[src/rtl/soft_irq_pkg.sv]
package soft_irq_pkg;

  typedef enum logic [1:0] {
    SEL_DIRECT = 2'd0,
    SEL_SET    = 2'd1,
    SEL_CLEAR  = 2'd2,
    SEL_LEVEL  = 2'd3
  } wrTarget_e;

  typedef struct packed {
    logic wrDirect;
    logic wrSet;
    logic wrClr;
    logic wrLevel;
    logic timerHit;
  } irqStrobes_t;

endpackage

[src/rtl/soft_irq_ctrl.sv]
module soft_irq_ctrl
  import soft_irq_pkg::*;
(
  input  logic        clk,
  input  logic        rstN,
  input  logic        wrEn,
  input  logic [1:0]  wrSel,
  input  logic        sysTickHit,
  output irqStrobes_t strobes
);

  wrTarget_e target;

  always_comb begin
    target           = wrTarget_e'(wrSel);
    strobes          = '0;
    strobes.timerHit = sysTickHit;
    if (wrEn) begin
      unique case (target)
        SEL_DIRECT: strobes.wrDirect = 1'b1;
        SEL_SET:    strobes.wrSet    = 1'b1;
        SEL_CLEAR:  strobes.wrClr    = 1'b1;
        SEL_LEVEL:  strobes.wrLevel  = 1'b1;
        default:    strobes          = strobes;
      endcase
    end
  end

  // a write drives exactly one action
  p_one_action_r6: assert property (@(posedge clk) disable iff (!rstN)
    wrEn |-> $countones({strobes.wrDirect, strobes.wrSet, strobes.wrClr, strobes.wrLevel}) == 1);

  p_idle_quiet_r10: assert property (@(posedge clk) disable iff (!rstN)
    !wrEn |-> !(strobes.wrDirect || strobes.wrSet || strobes.wrClr || strobes.wrLevel));

endmodule

[src/rtl/soft_irq_datapath.sv]
module soft_irq_datapath
  import soft_irq_pkg::*;
#(
  parameter int IRQ_W      = 17,
  parameter int LVL_W      = 4,
  parameter int TIMER_LOCK = 14
) (
  input  logic             clk,
  input  logic             rstN,
  input  irqStrobes_t      strobes,
  input  logic [IRQ_W-1:0] wrBits,
  output logic [IRQ_W-1:0] regQ,
  output logic [LVL_W-1:0] lvlQ,
  output logic [IRQ_W-1:0] pendOut
);

  localparam int HI_TIMER = IRQ_W - 1;

  logic [IRQ_W-1:0] regNext;
  logic             timersOpen;

  always_comb begin
    regNext = regQ;
    if (strobes.wrDirect) regNext = wrBits;
    if (strobes.wrSet)    regNext = regQ | wrBits;
    if (strobes.wrClr)    regNext = regQ & ~wrBits;
    if (strobes.timerHit) regNext[HI_TIMER] = 1'b1;
  end

  always_ff @(posedge clk) begin
    if (!rstN) begin
      regQ <= '0;
      lvlQ <= '0;
    end else begin
      regQ <= regNext;
      if (strobes.wrLevel) lvlQ <= wrBits[LVL_W-1:0];
    end
  end

  assign timersOpen = int'(lvlQ) < TIMER_LOCK;

  for (genvar i = 0; i < IRQ_W; i++) begin : g_mask
    if (i == 0 || i == HI_TIMER) begin : g_timer
      assign pendOut[i] = regQ[i] && timersOpen;
    end else begin : g_level
      assign pendOut[i] = regQ[i] && (i > int'(lvlQ));
    end
  end

  p_set_r4: assert property (@(posedge clk) disable iff (!rstN)
    strobes.wrSet |=> (regQ & $past(wrBits)) == $past(wrBits));

  p_clear_r5: assert property (@(posedge clk) disable iff (!rstN)
    (strobes.wrClr && !strobes.timerHit) |=> (regQ & $past(wrBits)) == '0);

  p_direct_r6: assert property (@(posedge clk) disable iff (!rstN)
    (strobes.wrDirect && !strobes.timerHit) |=> regQ == $past(wrBits));

  p_level_r7: assert property (@(posedge clk) disable iff (!rstN)
    strobes.wrLevel |=> (lvlQ == $past(wrBits[LVL_W-1:0])) && $stable(regQ) || $past(strobes.timerHit));

  p_timer_kept_r9: assert property (@(posedge clk) disable iff (!rstN)
    strobes.timerHit |=> regQ[HI_TIMER]);

  p_hold_r10: assert property (@(posedge clk) disable iff (!rstN)
    !(strobes.wrDirect || strobes.wrSet || strobes.wrClr || strobes.wrLevel || strobes.timerHit)
      |=> $stable(regQ) && $stable(lvlQ));

  p_timer_lock_r2: assert property (@(posedge clk) disable iff (!rstN)
    (lvlQ >= LVL_W'(TIMER_LOCK)) |-> !pendOut[0] && !pendOut[HI_TIMER]);

endmodule

[src/rtl/soft_irq_mask.sv]
module soft_irq_mask
  import soft_irq_pkg::*;
#(
  parameter int DATA_W     = 32,
  parameter int IRQ_W      = 17,
  parameter int LVL_W      = 4,
  parameter int TIMER_LOCK = 14
) (
  input  logic              clk,
  input  logic              rstN,
  input  logic              wrEn,
  input  logic [1:0]        wrSel,
  input  logic [DATA_W-1:0] wrData,
  input  logic              sysTickHit,
  output logic [DATA_W-1:0] rdReg,
  output logic [LVL_W-1:0]  rdLevel,
  output logic [IRQ_W-1:0]  pending
);

  localparam int PAD_W = DATA_W - IRQ_W;

  irqStrobes_t      strobes;
  logic [IRQ_W-1:0] regQ;
  logic             unusedBits;

  assign unusedBits = ^wrData[DATA_W-1:IRQ_W];

  soft_irq_ctrl i_ctrl (
    .clk        (clk),
    .rstN       (rstN),
    .wrEn       (wrEn),
    .wrSel      (wrSel),
    .sysTickHit (sysTickHit),
    .strobes    (strobes)
  );

  soft_irq_datapath #(
    .IRQ_W      (IRQ_W),
    .LVL_W      (LVL_W),
    .TIMER_LOCK (TIMER_LOCK)
  ) i_dp (
    .clk     (clk),
    .rstN    (rstN),
    .strobes (strobes),
    .wrBits  (wrData[IRQ_W-1:0]),
    .regQ    (regQ),
    .lvlQ    (rdLevel),
    .pendOut (pending)
  );

  assign rdReg = {{PAD_W{1'b0}}, regQ};

  p_upper_zero_r8: assert property (@(posedge clk) disable iff (!rstN)
    rdReg[DATA_W-1:IRQ_W] == '0);

endmodule

[config.mk]
export PLATFORM = sky130hd
export DESIGN_NAME = soft_irq_mask
export DESIGN_NICKNAME = d
export VERILOG_FILES = /design/src/rtl/soft_irq_pkg.sv /design/src/rtl/soft_irq_ctrl.sv /design/src/rtl/soft_irq_datapath.sv /design/src/rtl/soft_irq_mask.sv
export SDC_FILE = /design/constraint.sdc
export NUM_CORES = 1
export LEC_CHECK = 0
export BUFFER_PORTS_ARGS = -buffer_cell sky130_fd_sc_hd__buf_2
export CORE_UTILIZATION = 34
export CTS_BUF_LIST = sky130_fd_sc_hd__clkbuf_8 sky130_fd_sc_hd__clkbuf_16
export DETAILED_ROUTE_END_ITERATION = 6
export HOLD_SLACK_MARGIN = 0.03
export PLACE_DENSITY = 0.69
export SYNTH_ARGS = -nofsm -noshare
export SYNTH_HDL_FRONTEND = slang
export SYNTH_HIERARCHICAL = 1
export SYNTH_SLANG_ARGS = --single-unit
[constraint.sdc]
create_clock -name clk -period 1.6 [get_ports clk]
set_clock_uncertainty 0.1 [all_clocks]
set_input_delay 0.16 -clock clk [delete_from_list [all_inputs] [get_ports clk]]
set_output_delay 0.16 -clock clk [all_outputs]
set_load 0.02 [all_outputs]
==> flow_summary.toml <==
[run_status]
outcome = "finished clean"

[cts]
path_clk_slew_ns = 0.08
cts_tree = "yes"
clock_tree.buffer_depth = 2
hold_buffers = 0
cts_max_level = 1
root_buffer = "clkbuf_8"
cts_sinks = 21
cts-buffers-inserted = 3
clk_latency_ns = 0.26

[yosys]
syn_area_um2 = 1300
synth_cell_types = 33
synth_warnings = 6
yosysSeqAreaShare_pct = 32.3
synth_seq_cells = 21
syn_avg_cell_area_um2 = 8.02
synthCells = 162

[timing]
fin_crit_ns = 1.53
drv_slew = 0
setup_ws_ns = 0.0747
rsz0062_at_grt = "no"
final-setup-viol-count = 0
fin_crit_sh_pct = 95.3
timing.fmax_mhz = 656
hold_viol_final = 0
finalSetupTns_ns = 0

[floorplan]
start_util_pct = 35.5
core_area_um2 = 3660
ios = 91
num_rows = 22
dieArea_um2 = 4070
die_w_um = 63.8
die_h_um = 63.8

[final_layout]
drive_gt1_share_pct = 39.3
layout_commonest_cell = "buf_2"
antenna_cells = 0
nets = 258
layout_common_cells = "buf_2 (59), nor2_1 (18), nand2_1 (18), a21oi_1 (18), dfxtp_1 (18)"
syn_to_final_growth_pct = 26.1

[setup_path]
path_class = "reg2out"
start_kind = "flop"
critPathRequiredTime_ns = 1.34
end_kind = "output pin"
cp_max_fo = 8
arrival_ns = 1.27

[routing]
vias_per_cell = 4.82
num_vias = 1286
wire_per_inst_um = 12.3
drc = 0
first_pass_iters = 4
drtIter0Drc = 35
drt-total-wl_um = 3290
ant_nets = 0

[pwr]
peakVddDrop_mv = 0.269
cellPowerDensity_nw_per_um2 = 769
p_leak_nw = 0.801

[global_routing]
grt_max_degree = 22
grt_usage_pct = 16.8
gr-usage-met2_pct = 29.7
grt_pass1_vias = 1172
antenna_found_initial = 0
overflow = 0
grt_pass1_wl_um = 5420
use_met3_pct = 2.68
grt_use_met1_pct = 21.0
grt_busiest_layer = "met2"

[placement]
place_ws_ns = 0.0856
io_buffers = 60
hpwl_um = 2370
place.gp.congestion = 0.699

[job]
maxCapViolCount = 0

[worst_hold_path]
worstHoldPathType = "in2reg"
critical path, cell delays in order, from the launching register on:
cell and delay (ns):
dfxtp_2 0.37, nor2_1 0.26, and3_1 0.21, buf_2 0.16
routing by layer:
| metal | wire length (µm) | up-vias |
|---|---|---|
| met5 | 0 | - |
| met3 | 208 | 2 |
| met1 | 1530 | 594 |
| li1 | - | 639 |
| met4 | 21 | 0 |
| met2 | 1530 | 51 |
sequential cells by signal (all words and copies together) (netlist names):
name	cells
i_dp/lvlQ	4
i_dp/regQ	17
cells by family after synthesis:
| family | share of synthesized area [%] |
|---|---|
| simple gates | 23.1 |
| compound gates | 25.2 |
| buf+inv | 16.0 |
| flops | 32.3 |
| mux | 3.08 |
| other cells | 0.288 |
final cells by class:
class                   count  area [µm²]
clock inverters             1        3.75
flip-flops and latches     21         424
inverters                   3        11.3
fillers                   389        2020
repair buffers             68         363
multi-input cells         123         736
well taps                  48        60.1
clock buffers               3        41.3
Yosys cell counts (all sizes together):
library cell,n,area share (%)
nor4b,2,1.3
and2,7,3.4
nor2b,5,2.4
nor2,18,5.2
and3,2,1.1
dfxtp,21,32
o31ai,1,0.58
inv,3,0.87
and3b,3,2.0
a211o,1,0.67
o21a,2,1.2
or3b,1,0.67
nand3,1,0.38
nor3b,1,0.96
a211oi,1,0.58
clkbuf,9,2.6
mux2i,4,3.1
nand2,18,5.2
a21boi,1,0.58
conb,1,0.29
buf,20,13
a21oi,18,6.9
o211ai,16,12
a21o,1,0.58
or2,1,0.48
o211a,1,0.77
o21ai,2,0.77
a311oi,1,0.67
per-stage QoR:
step	hold slack [ns]	cell area (µm²)	total power, mW	utilization (%)	cells
CTS	0.0334	1630	1.26	44.5	267
finish	0.0315	1640	1.26	44.8	267
global placement	0.304	1580	0.908	43.2	263
floorplan	0.177	1360	0.828	-	176
detailed placement	0.307	1580	0.913	43.2	263
global route	0.0555	1640	1.32	44.8	267
timing repair:
item                       CTS  global route
setup buffers                0             0
gates resized for setup      2             4
cloned                       0             0
setup endpoints to repair    6             5
final timing paths:
path / start / to / slack, ns / depth (start not counted)
min: wrData[3] / i_dp/regQ[3] / 0.03 / 3
max: i_dp/lvlQ[3] / pending[1] / 0.07 / 3
min reg2reg: i_dp/regQ[4] / i_dp/regQ[4] / 0.40 / 2
max reg2reg: i_dp/lvlQ[3] / i_dp/lvlQ[3] / 0.67 / 3
power breakdown:
| group | total, mW | switching (mW) | leakage (nW) | internal (mW) |
|---|---|---|---|---|
| Combinational | 0.329 | 0.208 | 0.601 | 0.121 |
| Sequential | 0.574 | 0.0235 | 0.173 | 0.550 |
| Clock | 0.358 | 0.186 | 0.0269 | 0.171 |
| Total | 1.26 | 0.417 | 0.801 | 0.843 |
Power figures use the tool's default switching activity.
